`config.mk`:
```
export PLATFORM = sky130hd
export DESIGN_NAME = fpx_status_ctrl
export DESIGN_NICKNAME = d
export VERILOG_FILES = /design/src/rtl/fpx_pkg.sv /design/src/rtl/fpx_classify.sv /design/src/rtl/fpx_nan_select.sv /design/src/rtl/fpx_sticky_bank.sv /design/src/rtl/fpx_irq_ctrl.sv /design/src/rtl/fpx_status_ctrl.sv
export SDC_FILE = /design/constraint.sdc
export NUM_CORES = 1
export LEC_CHECK = 0
export ABC_CLOCK_PERIOD_IN_PS = 7100
export BUFFER_PORTS_ARGS = -buffer_cell sky130_fd_sc_hd__buf_2
export CAP_MARGIN = 20
export CORE_MARGIN = 3
export CORE_UTILIZATION = 36
export CTS_CLUSTER_DIAMETER = 80
export CTS_CLUSTER_SIZE = 14
export DETAILED_ROUTE_END_ITERATION = 8
export GPL_TIMING_DRIVEN = 0
export PLACE_DENSITY = 0.84
export RECOVER_POWER = 50
export SYNTH_ARGS = -nofsm -noshare
export SYNTH_HDL_FRONTEND = slang
export SYNTH_SLANG_ARGS = --single-unit
```
`constraint.sdc`:
```
create_clock -name clk -period 7.1 [get_ports clk]
set_clock_uncertainty 0.05 [all_clocks]
set_input_delay 2.13 -clock clk [delete_from_list [all_inputs] [get_ports clk]]
set_output_delay 2.13 -clock clk [all_outputs]
set_load 0.1 [all_outputs]
```
`src/rtl/fpx_pkg.sv`:
```
package fpx_pkg;

    localparam int NUM_EXC = 6;

    // Bit positions inside the exception vector; the mask and the datapath
    // flags share this order.
    localparam int EX_INV = 0;
    localparam int EX_DEN = 1;
    localparam int EX_ZDV = 2;
    localparam int EX_OVF = 3;
    localparam int EX_UNF = 4;
    localparam int EX_PRE = 5;

    typedef logic [NUM_EXC-1:0] exc_vec_t;

    typedef struct packed {
        logic is_nan;
        logic is_snan;
        logic is_denorm;
    } op_class_t;

endpackage

```
`src/rtl/fpx_classify.sv`:
```
module fpx_classify
    import fpx_pkg::*;
#(
    parameter int EXP_W  = 8,
    parameter int FRAC_W = 23
) (
    input  logic [EXP_W+FRAC_W:0] word_i,
    output op_class_t             cls_o
);
    localparam int WORD_W = 1 + EXP_W + FRAC_W;

    logic [EXP_W-1:0]  exp_f;
    logic [FRAC_W-1:0] frac_f;
    logic              frac_nz;

    assign exp_f   = word_i[WORD_W-2 -: EXP_W];
    assign frac_f  = word_i[FRAC_W-1:0];
    assign frac_nz = |frac_f;

    always_comb begin
        cls_o.is_nan    = (&exp_f) & frac_nz;
        cls_o.is_snan   = (&exp_f) & frac_nz & ~frac_f[FRAC_W-1];
        cls_o.is_denorm = (~|exp_f) & frac_nz;
    end
endmodule

```
`src/rtl/fpx_nan_select.sv`:
```
module fpx_nan_select
    import fpx_pkg::*;
#(
    parameter int EXP_W  = 8,
    parameter int FRAC_W = 23
) (
    input  logic                  valid_i,
    input  logic [EXP_W+FRAC_W:0] a_i,
    input  logic [EXP_W+FRAC_W:0] b_i,
    input  op_class_t             cls_a_i,
    input  op_class_t             cls_b_i,
    output logic [EXP_W+FRAC_W:0] nan_o,
    output logic                  nan_valid_o
);
    localparam int WORD_W = 1 + EXP_W + FRAC_W;
    localparam logic [WORD_W-1:0] QUIET_BIT =
        {{(EXP_W+1){1'b0}}, 1'b1, {(FRAC_W-1){1'b0}}};
    localparam logic [WORD_W-1:0] DEFAULT_QNAN =
        {1'b0, {EXP_W{1'b1}}, 1'b1, {(FRAC_W-1){1'b0}}};

    always_comb begin
        if (cls_a_i.is_nan)      nan_o = a_i | QUIET_BIT;
        else if (cls_b_i.is_nan) nan_o = b_i | QUIET_BIT;
        else                     nan_o = DEFAULT_QNAN;
        nan_valid_o = valid_i & (cls_a_i.is_nan | cls_b_i.is_nan);
    end
endmodule

```
`src/rtl/fpx_sticky_bank.sv`:
```
module fpx_sticky_bank
    import fpx_pkg::*;
(
    input  logic     clk,
    input  logic     rst,
    input  logic     update_i,
    input  logic     clear_i,
    input  exc_vec_t new_i,
    output exc_vec_t sticky_o
);
    exc_vec_t sticky_q;

    always_ff @(posedge clk) begin
        if (rst)           sticky_q <= '0;
        else if (clear_i)  sticky_q <= '0;
        else if (update_i) sticky_q <= sticky_q | new_i;
    end

    assign sticky_o = sticky_q;


    sticky_hold_chk: assert property (@(posedge clk) disable iff (rst)
        !clear_i |=> ((sticky_q & $past(sticky_q)) == $past(sticky_q)));


    clear_zero_chk: assert property (@(posedge clk) disable iff (rst)
        clear_i |=> (sticky_q == '0));
endmodule

```
`src/rtl/fpx_irq_ctrl.sv`:
```
module fpx_irq_ctrl (
    input  logic clk,
    input  logic rst,
    input  logic pending_i,
    input  logic insn_start_i,
    input  logic ack_i,
    output logic irq_o
);
    logic irq_q;

    always_ff @(posedge clk) begin
        if (rst)                            irq_q <= 1'b0;
        else if (ack_i)                     irq_q <= 1'b0;
        else if (insn_start_i && pending_i) irq_q <= 1'b1;
    end

    assign irq_o = irq_q;


    irq_boundary_chk: assert property (@(posedge clk) disable iff (rst)
        $rose(irq_q) |-> $past(insn_start_i && pending_i));


    irq_hold_chk: assert property (@(posedge clk) disable iff (rst)
        (irq_q && !ack_i) |=> irq_q);


    irq_ack_chk: assert property (@(posedge clk) disable iff (rst)
        ack_i |=> !irq_q);
endmodule

```
`src/rtl/fpx_status_ctrl.sv`:
```
module fpx_status_ctrl
    import fpx_pkg::*;
#(
    parameter int EXP_W  = 8,
    parameter int FRAC_W = 23,
    localparam int WORD_W = 1 + EXP_W + FRAC_W
) (
    input  logic              clk,
    input  logic              rst,
    input  logic              op_valid,
    input  logic [WORD_W-1:0] op_a,
    input  logic [WORD_W-1:0] op_b,
    input  logic [NUM_EXC-1:0] dp_flags,
    input  logic [NUM_EXC-1:0] exc_mask,
    input  logic              clear_flags,
    input  logic              insn_start,
    input  logic              irq_ack,
    output logic [NUM_EXC-1:0] sticky,
    output logic              err_summary,
    output logic              busy,
    output logic              irq,
    output logic [WORD_W-1:0] nan_result,
    output logic              nan_valid
);
    localparam int NUM_OPS = 2;

    logic [WORD_W-1:0] ops [NUM_OPS];
    op_class_t         cls [NUM_OPS];
    exc_vec_t          detected;
    exc_vec_t          sticky_w;
    logic              any_snan;
    logic              any_den;

    assign ops[0] = op_a;
    assign ops[1] = op_b;

    for (genvar g = 0; g < NUM_OPS; g++) begin : g_cls
        fpx_classify #(.EXP_W(EXP_W), .FRAC_W(FRAC_W)) cls_i (
            .word_i (ops[g]),
            .cls_o  (cls[g])
        );
    end

    always_comb begin
        any_snan = 1'b0;
        any_den  = 1'b0;
        for (int i = 0; i < NUM_OPS; i++) begin
            any_snan = any_snan | cls[i].is_snan;
            any_den  = any_den  | cls[i].is_denorm;
        end
        detected         = dp_flags;
        detected[EX_INV] = dp_flags[EX_INV] | any_snan;
        detected[EX_DEN] = dp_flags[EX_DEN] | any_den;
    end

    fpx_sticky_bank bank_i (
        .clk      (clk),
        .rst      (rst),
        .update_i (op_valid),
        .clear_i  (clear_flags),
        .new_i    (detected),
        .sticky_o (sticky_w)
    );

    assign sticky      = sticky_w;
    assign err_summary = |(sticky_w & ~exc_mask);
    assign busy        = err_summary;

    fpx_irq_ctrl irq_i (
        .clk          (clk),
        .rst          (rst),
        .pending_i    (err_summary),
        .insn_start_i (insn_start),
        .ack_i        (irq_ack),
        .irq_o        (irq)
    );

    fpx_nan_select #(.EXP_W(EXP_W), .FRAC_W(FRAC_W)) nan_i (
        .valid_i     (op_valid),
        .a_i         (op_a),
        .b_i         (op_b),
        .cls_a_i     (cls[0]),
        .cls_b_i     (cls[1]),
        .nan_o       (nan_result),
        .nan_valid_o (nan_valid)
    );


    snan_invalid_chk: assert property (@(posedge clk) disable iff (rst)
        (op_valid && !clear_flags && (cls[0].is_snan || cls[1].is_snan))
        |=> sticky_w[EX_INV]);


    denorm_flag_chk: assert property (@(posedge clk) disable iff (rst)
        (op_valid && !clear_flags && (cls[0].is_denorm || cls[1].is_denorm))
        |=> sticky_w[EX_DEN]);
endmodule

```
## Word-level counts from Yosys, hierarchy flattened

Index checks and enable logic that the tools add are counted.

| word-level totals | value |
|---|---|
| flip-flop bits (word level) | 7 |
| bits of input ports | 82 |

| operators by class | value |
|---|---|
| muxes and demuxes | 2 |
| bitwise logic cells | 17 |
| reductions and logical operators | 12 |

Operator list:

| kind | number |
|---|---|
| 32-bit 2-to-1 mux | 2 |
| 23-bit OR reduction | 2 |
| 8-bit AND reduction | 2 |
| 8-bit OR reduction | 2 |
| 1-bit bitwise AND | 7 |
| 6-bit bitwise AND | 1 |
| 6-bit NOT | 1 |
| 6-bit OR | 1 |
| 6-bit OR reduction | 1 |
| 1-bit OR | 5 |
| 2-bit OR reduction | 2 |
| 1-bit logical NOT | 2 |
| 1-bit NOT | 2 |
| 1-bit logical AND | 1 |

## Depth between registers and ports, before layout

Gate-level depths: netlist (run 1).

| depth | value |
|---|---|
| depth in word-level cells | 6 |
| mapped depth | 5 |

## Modules after synthesis

Synthesis (run 1) repeated with hierarchy kept, for this count alone.

| second synthesis, totals | value |
|---|---|
| cell total of the unflattened synthesis | 120 |
| area total of the unflattened synthesis | 950.9 um2 |

By module, submodules not included:

| module | instances | cells an instance | area an instance (um2) | sequential area each (um2) |
|---|---|---|---|---|
| fpx_nan_select | 1 | 52 | 419.2 | 0.0 |
| fpx_classify | 2 | 16 | 117.6 | 0.0 |
| fpx_sticky_bank | 1 | 20 | 190.2 | 120.1 |
| fpx_status_ctrl | 1 | 13 | 67.6 | 0.0 |
| fpx_irq_ctrl | 1 | 3 | 38.8 | 20.0 |

## Least setup slack after synthesis (run 1)

No wires, ideal clock.

| timing | value |
|---|---|
| kind | input-to-output |
| start point | in op_a[17] |
| end point | out nan_result[10] |
| data arrival time | 4.641 ns |
| path slack | 0.279 ns |
| cell stages on the path | 5 |
| path buffers | 1 |
| path through | nor4_2 > nand4_1 > o21ai_4 > buf_6 > mux2i_1 |

| on the way | value |
|---|---|
| word-level cells in the longest chain between the ends | 3 |

Ends and longest elaborated chain:

| element | RTL line | RTL |
|---|---|---|
| start: declaration | fpx_status_ctrl.sv:11 | `input logic [WORD_W-1:0] op_a,` |
| 23-bit OR reduction | fpx_classify.sv:18 | `assign frac_nz = \|frac_f;` |
| 1-bit bitwise AND | fpx_classify.sv:21 | `cls_o.is_nan = (&exp_f) & frac_nz;` |
| 32-bit 2-to-1 mux | fpx_nan_select.sv:22 | `if (cls_a_i.is_nan) nan_o = a_i \| QUIET_BIT;` |
| end: declaration | fpx_status_ctrl.sv:22 | `output logic [WORD_W-1:0] nan_result,` |

No other way between the ends.

## Worst setup path after layout (run 1)

| timing | value |
|---|---|
| start point | in op_a[17] |
| end point | out nan_result[31] |

Same word-level chain as after synthesis.

==> results of run 1 <==
-- metal layers --
layer  up-vias  share of wire  GRT usage
li1        765              -          -
met1       639           0.36      0.219
met2        75           0.52      0.381
met3         7           0.11     0.0501
met4         0          0.013     0.0550
met5         -              0          0
-- state kept, by name, summed over array words and instances, names as in the netlist --
| register | cells |
|---|---|
| irq_i.irq_o | 1 |
| bank_i.sticky_o | 6 |
-- power by group --
part,total (mW),internal [mW],switching [mW]
Sequential,0.0417,0.0407,0.000941
Clock,0.0372,0.0215,0.0157
Combinational,0.0896,0.0270,0.0626
Total,0.169,0.0892,0.0793
-- cell type report --
cell class	count	area (um2)	share of cell area
flip-flops and latches	7	140	0.0841
clock buffers	4	26.3	0.0158
plain buffers	15	109	0.0653
multi-input cells	109	693	0.416
inverters	28	105	0.0631
well taps	30	37.5	0.0225
repair buffers	114	556	0.333
-- final timing paths --
check / startpoint / endpoint / slack, ps / cells past startpoint
max: op_a[17] / nan_result[31] / 610 / 6
min: irq_i.irq_o / irq_i.irq_o / 400 / 2
min reg2reg: irq_i.irq_o / irq_i.irq_o / 400 / 2
max reg2reg: bank_i.sticky_o[0] / irq_i.irq_o / 6020 / 4
-- per-stage QoR --
step           cell area [um2]   util  std cells
2_1_floorplan             1050      -        159
3_5_place_dp              1660  0.642        303
5_1_grt                   1670  0.643        307
3_3_place_gp              1660  0.642        303
6_report                  1670  0.643        307
4_1_cts                   1690  0.652        307
-- cell usage in the layout, fill, tap and decap left out, drive strengths merged --
cell      n
buf     114
inv      28
nand2    22
mux2i    21
clkbuf   19
nor4     13
conb      9
nor2      7
dfxtp     7
nand4     6
nor3      5
o21ai     5
a21oi     4
o22ai     3
a32o      2
a31oi     2
or3       1
a21boi    1
o211ai    1
or2       1
o31ai     1
a211oi    1
a21o      1
o311ai    1
and4b     1
o21bai    1
-- kinds of logic (layout without fill, tap and decap cells) --
| kind of cell | after synthesis | in the layout | synth area share |
|---|---|---|---|
| simple gates | 56 | 56 | 0.287 |
| buf+inv | 43 | 161 | 0.209 |
| compound gates | 23 | 23 | 0.158 |
| mux | 21 | 21 | 0.205 |
| flops | 7 | 7 | 0.137 |
| other cells | 1 | 9 | 0.00366 |
-- critical path, stage by stage --
cell and delay [ps]:
sky130_fd_sc_hd__buf_2 110, sky130_fd_sc_hd__nor4_1 350, sky130_fd_sc_hd__nand4_1 280, sky130_fd_sc_hd__o21ai_4 320
sky130_fd_sc_hd__mux2i_1 210, sky130_fd_sc_hd__clkbuf_1 890
==> results.txt, run 1 <==
----------------------------------------------------
[Synth]
  Number of distinct library cells after synthesis ... 29
  Syn. warnings ... 0
  Most area-hungry cell type in the Yosys netlist ... sky130_fd_sc_hd__mux2i_1
  Cells after Synth ... roughly 150
  Area share of the leading cell type in the synthesized netlist ... 0.205
  Post-Syn Area ... between 1000 and 1500 um2
  Fraction of registers with async set or reset after synthesis ... 0
  Synthesis-stage register bit count ... 7
  Dominant cells by area after synthesis ... sky130_fd_sc_hd__mux2i_1, sky130_fd_sc_hd__dfxtp_1, sky130_fd_sc_hd__inv_1
  Number of enable-type register cells in the synthesized netlist ... 0
  Mean instance size in the synthesized netlist ... 6.78 um2
  Most common cell in the synthesized netlist ... sky130_fd_sc_hd__inv_1
  Share of synthesized area occupied by flip-flops and latches ... 0.137
  Top cells by count, synth ... sky130_fd_sc_hd__inv_1, sky130_fd_sc_hd__nand2_1, sky130_fd_sc_hd__mux2i_1
  Main flop type after synthesis ... sky130_fd_sc_hd__dfxtp_1

[Clock network]
  CTS Root Cell ... sky130_fd_sc_hd__clkbuf_4
  Clock sink count ... 7
  Clock Path Buffers ... 2
  Num CTS Buffers ... 3
  Clock latency on the worst-skew pair ... 260 ps
  Total setup buffers inserted after CTS ... 0
  Number of H-tree branching levels ... 1
  Hold bufs inserted after CTS ... 0
  Clock slew at the register clock pins of the worst setup and hold paths ... 50 ps
  TritonCTS clock tree ... done
  CTS resizes ... 0

[Floorplan]
  Area of the core ... 2590 um2
  DIE WIDTH ... 59.3 um
  I/O pin total ... 124
  Overall die height ... between 50 and 60 um
  Standard-cell rows ... 18
  Area of the die ... 3520 um2
  Initial core utilization ... 0.395

[GRT]
  Largest net degree at the start of global routing ... 11
  Overall global routing resource usage ... 0.202
  Aggregate global routing overflow ... 0
  First-pass GRT wire length ... 5460 um
  Via count of the first global-routing pass ... 1341
  Initial antenna violation count ... 0

[Worst setup path]
  Largest driver fanout on the critical path ... 6
  Worst Path Arrival ... 4310 ps
  CP Launch Type ... primary input
  Required time at the endpoint of the critical path ... 4920 ps
  CP Capture Type ... primary output
  Type of the worst setup path ... primary input to primary output

[STA]
  Worst hold margin ... 396 ps
  Final hold viol count ... 0
  Tcrit/Tclk final ... 0.914
  Max transition margin ... 0.210
  Total negative setup slack ... 0 ps
  Transition time at the pin with the least slew margin ... 1190 ps
  Max Transition Viols Final ... 0
  Unrepaired setup endpoints after global routing ... no
  Final critical path time including I/O delays and setup ... 6490 ps
  Final Worst Setup Slack ... 611 ps
  Final setup viols ... 0
  Maximum clock frequency ... 154 MHz

[Route]
  Detailed-route via count ... between 1000 and 1500
  TritonRoute pass-1 iters ... 4
  Routed Wire Length ... roughly 3600 um
  Number of vias per cell ... 4.84
  Post-route antenna net violation count ... 0
  Iter 0 DRT Violations ... 28
  Final routed wire length divided by cell count ... 11.8 um
  Final routed DRC violation total ... 0

[Outcome]
  Result of the run ... complete, no violations

[Worst hold path]
  Type of the tightest min-delay check ... flop to flop

[Final layout]
  Share of post-route cells with drive strength above 1 ... 0.437
  Filler cell count in the final layout ... 256
  Area added between synthesis and finish ... 62.8%
  Ant. Diodes ... 0
  Number of nets in the final layout ... 360

[Power and ir drop]
  Worst supply voltage drop on vdd ... 0.000116 V
  Pwr dens ... 101 nW/um2
  Power Total ... roughly 0.17 mW
  Leakage component of the power ... 1.03 nW

[Place]
  GPL Wtd Cong ... 0.758
  Dpl hpwl ... 3260 um
  Buffers on Ports ... 114
  Setup Slack @ Placement ... 897 ps

[Run]
  Max-cap violation count ... 0

----------------------------------------------------
Power figures use the tool's default switching activity.
==> run 2: changes to the inputs <==
--- a/config.mk
+++ b/config.mk
@@ -14,6 +14,7 @@
 export CTS_CLUSTER_SIZE = 14
 export DETAILED_ROUTE_END_ITERATION = 8
 export GPL_TIMING_DRIVEN = 0
+export MAX_ROUTING_LAYER = met4
 export PLACE_DENSITY = 0.84
 export RECOVER_POWER = 50
 export SYNTH_ARGS = -nofsm -noshare
==> run 2 against run 1 <==
Net effect:
- die area is the same
- highest routed layer unchanged
- count of clock-buffer cells in the layout unchanged
- global-route usage is 0.59 points higher
- utilization unchanged
- cell count stayed put
- via count decreased by 0.13%
- critical path depth unchanged
- clock power hardly changed
- cell area unchanged
- first-iteration DRC count unchanged
- worst setup slack stayed put
==> results.txt, run 2 (synthesis gave the netlist of run 1 again) <==
----------------------------------------------------
[Clock network]
  Num CTS Buffers ... 3 (unchanged)
  CTS resizes ... 0 (unchanged)
  Hold bufs inserted after CTS ... 0 (unchanged)
  Clock sink count ... 7 (unchanged)
  Number of H-tree branching levels ... 1 (unchanged)
  CTS Root Cell ... sky130_fd_sc_hd__clkbuf_4
  Clock latency on the worst-skew pair ... 260 ps (about the same)
  Total setup buffers inserted after CTS ... 0 (unchanged)
  TritonCTS clock tree ... done
  Clock slew at the register clock pins of the worst setup and hold paths ... 50 ps (about the same)
  Clock Path Buffers ... 2 (unchanged)

[Worst hold path]
  Count of cells along the worst hold path ... 2 (unchanged)
  Type of the tightest min-delay check ... flop to flop

[STA]
  Final setup viols ... 0 (unchanged)
  Max transition margin ... 0.210 (unchanged)
  Tcrit/Tclk final ... 0.914 (unchanged)
  Transition time at the pin with the least slew margin ... 1190 ps (unchanged)
  Final critical path time including I/O delays and setup ... 6490 ps (unchanged)
  Unrepaired setup endpoints after global routing ... no
  Worst hold margin ... 396 ps (unchanged)
  Max Transition Viols Final ... 0 (unchanged)
  Maximum clock frequency ... 154 MHz (unchanged)
  Total negative setup slack ... 0 ps (unchanged)
  Final hold viol count ... 0 (unchanged)

[Route]
  Iter 0 DRT Violations ... 28 (unchanged)
  Final routed wire length divided by cell count ... 11.8 um (about the same)
  Final routed DRC violation total ... 0 (unchanged)
  Detailed-route via count ... 1484 (-0.13%)
  Number of vias per cell ... 4.83 (-0.13%)
  Post-route antenna net violation count ... 0 (unchanged)
  Routed Wire Length ... 3630 um (about the same)
  TritonRoute pass-1 iters ... 4 (unchanged)

[Floorplan]
  Overall die height ... 59.3 um (unchanged)
  DIE WIDTH ... 59.3 um (unchanged)
  Initial core utilization ... 0.395 (unchanged)
  Area of the die ... 3520 um2 (unchanged)
  Area of the core ... 2590 um2 (unchanged)
  I/O pin total ... 124 (unchanged)
  Standard-cell rows ... 18 (unchanged)

[Final layout]
  Max FFs per register ... 6 (unchanged)
  Most frequent cells in the layout ... sky130_fd_sc_hd__buf_2, sky130_fd_sc_hd__inv_1, sky130_fd_sc_hd__nand2_1
  Post-route design area ... 1670 um2 (unchanged)
  Filler cell count in the final layout ... 256 (unchanged)
  Share of post-route cells with drive strength above 1 ... 0.437 (unchanged)
  Most frequent standard cell in the layout excluding fill and tap cells ... sky130_fd_sc_hd__buf_2
  Final core utilization ... 0.643 (unchanged)
  Number of nets in the final layout ... 360 (unchanged)
  Ant. Diodes ... 0 (unchanged)
  Area added between synthesis and finish ... 62.8% (unchanged)

[Worst setup path]
  Worst path bufs/invs ... 2 (unchanged)
  Largest driver fanout on the critical path ... 6 (unchanged)
  Kind of cell with the highest combined delay on the critical path ... buffers and inverters
  Required time at the endpoint of the critical path ... 4920 ps (about the same)
  CP Capture Type ... primary output
  CP Launch Type ... primary input
  Flop-to-flop setup slack ... 6020 ps (about the same)
  Critical Path Slowest Stage Cell ... sky130_fd_sc_hd__clkbuf_1
  Register-to-Register Path Depth ... 4 (unchanged)
  Worst Path Arrival ... 4310 ps (about the same)
  Critical-path cell list ... buf_2 -> nor4_1 -> nand4_1 -> o21ai_4 -> mux2i_1 -> clkbuf_1
  Crit path depth ... 6 (unchanged)
  Largest stage delay, worst path ... 890 ps (about the same)
  Type of the worst setup path ... primary input to primary output

[Run]
  Max-cap violation count ... 0 (unchanged)

[Power and ir drop]
  Pwr dens ... 101 nW/um2 (about the same)
  Leakage component of the power ... 1.03 nW (unchanged)
  Worst supply voltage drop on vdd ... 0.000116 V (about the same)

[GRT]
  GRT met1 Usage ... 0.222 (+0.00263)
  Initial antenna violation count ... 0 (unchanged)
  GRT met2 Usage ... 0.381 (unchanged)
  Met3 track utilization from global routing ... 0.0458 (-0.00436)
  Overall global routing resource usage ... 0.208 (+0.00586)
  Most crowded layer after global routing ... met2
  Largest net degree at the start of global routing ... 11 (unchanged)
  First-pass GRT wire length ... 5460 um (unchanged)
  Aggregate global routing overflow ... 0 (unchanged)
  Via count of the first global-routing pass ... 1341 (unchanged)

[Outcome]
  Result of the run ... complete, no violations

[Place]
  Dpl hpwl ... 3260 um (unchanged)
  GPL Wtd Cong ... 0.768 (+1.3%)
  Placed cell areas ... 1660 um2 (unchanged)
  Buffers on Ports ... 114 (unchanged)

----------------------------------------------------
[run 2: cell counts in the layout (fill, tap and decap cells not counted)]
Identical to the previous run, type by type.
[run 2: stage by stage]
stage	setup slack [ps]	total power [mW]	std cells
CTS	890	0.171	307
detailed placement	897	0.133	303
finish	611	0.169	307
global route	470	0.179	307
global placement	895	0.132	303
floorplan	279	0.101	159
[run 2: cell type report]
cell class	count	area (um2)	share of cell area
clock buffer	4	26.3	0.0158
inverter	28	105	0.0631
timing repair buffer	114	556	0.333
sequential	7	140	0.0841
buffer	15	109	0.0653
tap	30	37.5	0.0225
multi-input combinational	109	693	0.416
[run 2: path summary, 6_finish.rpt]
kind | start | to
min reg2reg | irq_i.irq_o | irq_i.irq_o
max reg2reg | bank_i.sticky_o[0] | irq_i.irq_o
min | irq_i.irq_o | irq_i.irq_o
max | op_a[17] | nan_result[31]
[run 2: worst reg2reg max path, stage by stage, from the launching register on]
cell and delay, ps:
sky130_fd_sc_hd__dfxtp_1 380, sky130_fd_sc_hd__inv_1 50, sky130_fd_sc_hd__o22ai_1 200, sky130_fd_sc_hd__o31ai_1 100, sky130_fd_sc_hd__a211oi_1 210
[run 2: power by group]
group	switching, mW	internal (mW)	total, mW
Combinational	0.0626	0.0270	0.0897
Sequential	0.000941	0.0407	0.0417
Clock	0.0157	0.0215	0.0372
[run 2: metal layers]
metal	part of all wire	wire length [um]
met2	0.52	1870
met1	0.37	1330
met3	0.10	379
met4	0.013	47
met5	0	0
==> run 3: changes to the inputs <==
--- a/config.mk
+++ b/config.mk
@@ -8,12 +8,12 @@
 export ABC_CLOCK_PERIOD_IN_PS = 7100
 export BUFFER_PORTS_ARGS = -buffer_cell sky130_fd_sc_hd__buf_2
 export CAP_MARGIN = 20
-export CORE_MARGIN = 3
+export CORE_MARGIN = 8
 export CORE_UTILIZATION = 36
 export CTS_CLUSTER_DIAMETER = 80
 export CTS_CLUSTER_SIZE = 14
 export DETAILED_ROUTE_END_ITERATION = 8
-export GPL_TIMING_DRIVEN = 0
+export GPL_TIMING_DRIVEN = 1
 export MAX_ROUTING_LAYER = met4
 export PLACE_DENSITY = 0.84
 export RECOVER_POWER = 50
==> run 3 against run 2 <==
Net effect:
- critical path depth unchanged
- register-to-register slack worse by 50 ps
- clock power down 5.4%
==> results.txt, run 3 (synthesis gave the netlist of run 1 again) <==
----------------------------------------------------
[Worst setup path]
  Type of the worst setup path ... primary input to primary output
  Register-to-Register Path Depth ... 4 (unchanged)
  CP Capture Type ... primary output
  Flop-to-flop setup slack ... 5970 ps (-50 ps)
  Worst Path Arrival ... 4340 ps (+30 ps)
  CP Launch Type ... primary input
  Reg-to-Reg Start ... bank_i.sticky_o[0]
  Largest driver fanout on the critical path ... 10 (+4)
  FF-to-FF End ... irq_i.irq_o
  Required time at the endpoint of the critical path ... 4920 ps (about the same)

[STA]
  Worst hold margin ... 423 ps (+26.8 ps)
  Unrepaired setup endpoints after global routing ... no
  Total negative setup slack ... 0 ps (unchanged)
  Max Transition Viols Final ... 0 (unchanged)
  Final hold viol count ... 0 (unchanged)
  Final setup viols ... 0 (unchanged)
  Transition time at the pin with the least slew margin ... 1170 ps (-16.4 ps)
  Max transition margin ... 0.221 (+0.0109)
  Final critical path time including I/O delays and setup ... 6520 ps (+31.9 ps)
  Maximum clock frequency ... 153 MHz (-0.49%)
  Tcrit/Tclk final ... 0.918 (+0.00449)

[Floorplan]
  Area of the die ... 4810 um2 (+37%)
  Standard-cell rows ... 19 (+1)
  Initial core utilization ... 0.374 (-0.0208)
  I/O pin total ... 124 (unchanged)
  Overall die height ... 69.3 um (+17%)
  DIE WIDTH ... 69.3 um (+17%)
  Area of the core ... 2730 um2 (+5.6%)

[Clock network]
  Clock Path Buffers ... 2 (unchanged)
  TritonCTS clock tree ... done
  Clock sink count ... 7 (unchanged)
  Clock slew at the register clock pins of the worst setup and hold paths ... 50 ps (about the same)
  CTS resizes ... 0 (unchanged)
  Total setup buffers inserted after CTS ... 0 (unchanged)
  Clock latency on the worst-skew pair ... 250 ps (about the same)
  CTS Root Cell ... sky130_fd_sc_hd__clkbuf_4
  Num CTS Buffers ... 3 (unchanged)
  Hold bufs inserted after CTS ... 0 (unchanged)
  Number of H-tree branching levels ... 1 (unchanged)

[Worst hold path]
  End of the worst hold path ... irq_i.irq_o
  Type of the tightest min-delay check ... flop to flop
  Count of cells along the worst hold path ... 2 (unchanged)
  HP Start ... irq_i.irq_o

[Final layout]
  Most frequent cells in the layout ... sky130_fd_sc_hd__buf_2, sky130_fd_sc_hd__inv_1, sky130_fd_sc_hd__nand2_1
  Final core utilization ... 0.583 (-0.0609)
  Filler cell count in the final layout ... 266 (+3.9%)
  Ant. Diodes ... 0 (unchanged)
  Most frequent standard cell in the layout excluding fill and tap cells ... sky130_fd_sc_hd__buf_2
  Share of post-route cells with drive strength above 1 ... 0.424 (-0.0126)
  Number of nets in the final layout ... 347 (-3.6%)
  Post-route design area ... 1590 um2 (-4.4%)
  Area added between synthesis and finish ... 55.6%
  Max FFs per register ... 6 (unchanged)

[Place]
  Dpl hpwl ... 3700 um (+13%)
  Buffers on Ports ... 114 (unchanged)
  GPL Wtd Cong ... 0.749 (-2.5%)
  Placed cell areas ... 1580 um2 (-4.8%)

[Route]
  Post-route antenna net violation count ... 0 (unchanged)
  Detailed-route via count ... 1452 (-2.2%)
  TritonRoute pass-1 iters ... 4 (unchanged)
  Final routed DRC violation total ... 0 (unchanged)
  Number of vias per cell ... 4.92 (+1.8%)
  Routed Wire Length ... 4060 um (+12%)
  Iter 0 DRT Violations ... 46 (+64%)
  Final routed wire length divided by cell count ... 13.8 um (+16%)

[Power and ir drop]
  Leakage component of the power ... 0.992 nW (-4.0%)
  Power Total ... 0.162 mW (-4.0%)
  Pwr dens ... 102 nW/um2 (+0.48%)
  Worst supply voltage drop on vdd ... 0.0000818 V (-30%)

[Outcome]
  Result of the run ... complete, no violations

[GRT]
  Largest net degree at the start of global routing ... 25 (+14)
  First-pass GRT wire length ... 6650 um (+22%)
  Via count of the first global-routing pass ... 1615 (+20%)
  Initial antenna violation count ... 0 (unchanged)
  Aggregate global routing overflow ... 0 (unchanged)
  Overall global routing resource usage ... 0.165 (-0.0433)

[Run]
  Max-cap violation count ... 0 (unchanged)

----------------------------------------------------
## run 3: changes by cell type in the layout (fill, tap and decap cells not counted)
cell / previous run / this run
sky130_fd_sc_hd__buf_6: 2 / 0
sky130_fd_sc_hd__buf_12: 0 / 1
sky130_fd_sc_hd__nor4_1: 11 / 10
sky130_fd_sc_hd__nor4_2: 2 / 3
sky130_fd_sc_hd__clkbuf_1: 16 / 13
sky130_fd_sc_hd__buf_4: 10 / 1
## run 3: how the worst max path moves through the flow
| stage | from | end | slack (ps) | cells after the start |
|---|---|---|---|---|
| 2_1_floorplan | op_a[17] | nan_result[10] | 280 | 5 |
| 3_3_place_gp | op_a[17] | nan_result[16] | 840 | 7 |
| 3_5_place_dp | op_a[17] | nan_result[10] | 740 | 7 |
| 4_1_cts | op_a[17] | nan_result[10] | 740 | 7 |
| 5_1_grt | op_a[17] | nan_result[21] | 470 | 6 |
| 6_report | op_a[17] | nan_result[20] | 580 | 6 |
## run 3: layout make-up
| class | count | area (um2) | area share |
|---|---|---|---|
| clock buffers | 4 | 26.3 | 0.0165 |
| inverters | 28 | 105 | 0.0660 |
| multi-input cells | 109 | 699 | 0.439 |
| flip-flops and latches | 7 | 140 | 0.0880 |
| well taps | 31 | 38.8 | 0.0244 |
| repair buffers | 116 | 583 | 0.366 |
## run 3: per-stage QoR
| stage | setup WS, ps | std cells |
|---|---|---|
| finish | 579 | 295 |
| global route | 472 | 295 |
| CTS | 736 | 295 |
| detailed placement | 741 | 291 |
| global placement | 842 | 291 |
| floorplan | 279 | 159 |
## run 3: routing by layer
| layer | up-vias | track usage | wire (um) |
|---|---|---|---|
| li1 | 737 | - | - |
| met1 | 630 | 0.164 | 1650 |
| met2 | 79 | 0.294 | 2020 |
| met3 | 6 | 0.0515 | 332 |
| met4 | 0 | 0.0569 | 59 |
| met5 | - | - | 0 |
## run 3: critical path, cell delays in order
cell,delay (ps)
sky130_fd_sc_hd__buf_2,110
sky130_fd_sc_hd__nor4_2,290
sky130_fd_sc_hd__nand4_1,230
sky130_fd_sc_hd__o21ai_4,450
sky130_fd_sc_hd__mux2i_1,230
sky130_fd_sc_hd__clkbuf_1,880
## run 3: where the power goes
| group | total [mW] | switching, mW | internal (mW) |
|---|---|---|---|
| registers | 0.0417 | 0.000933 | 0.0407 |
| clock network | 0.0352 | 0.0138 | 0.0214 |
| logic | 0.0850 | 0.0621 | 0.0229 |
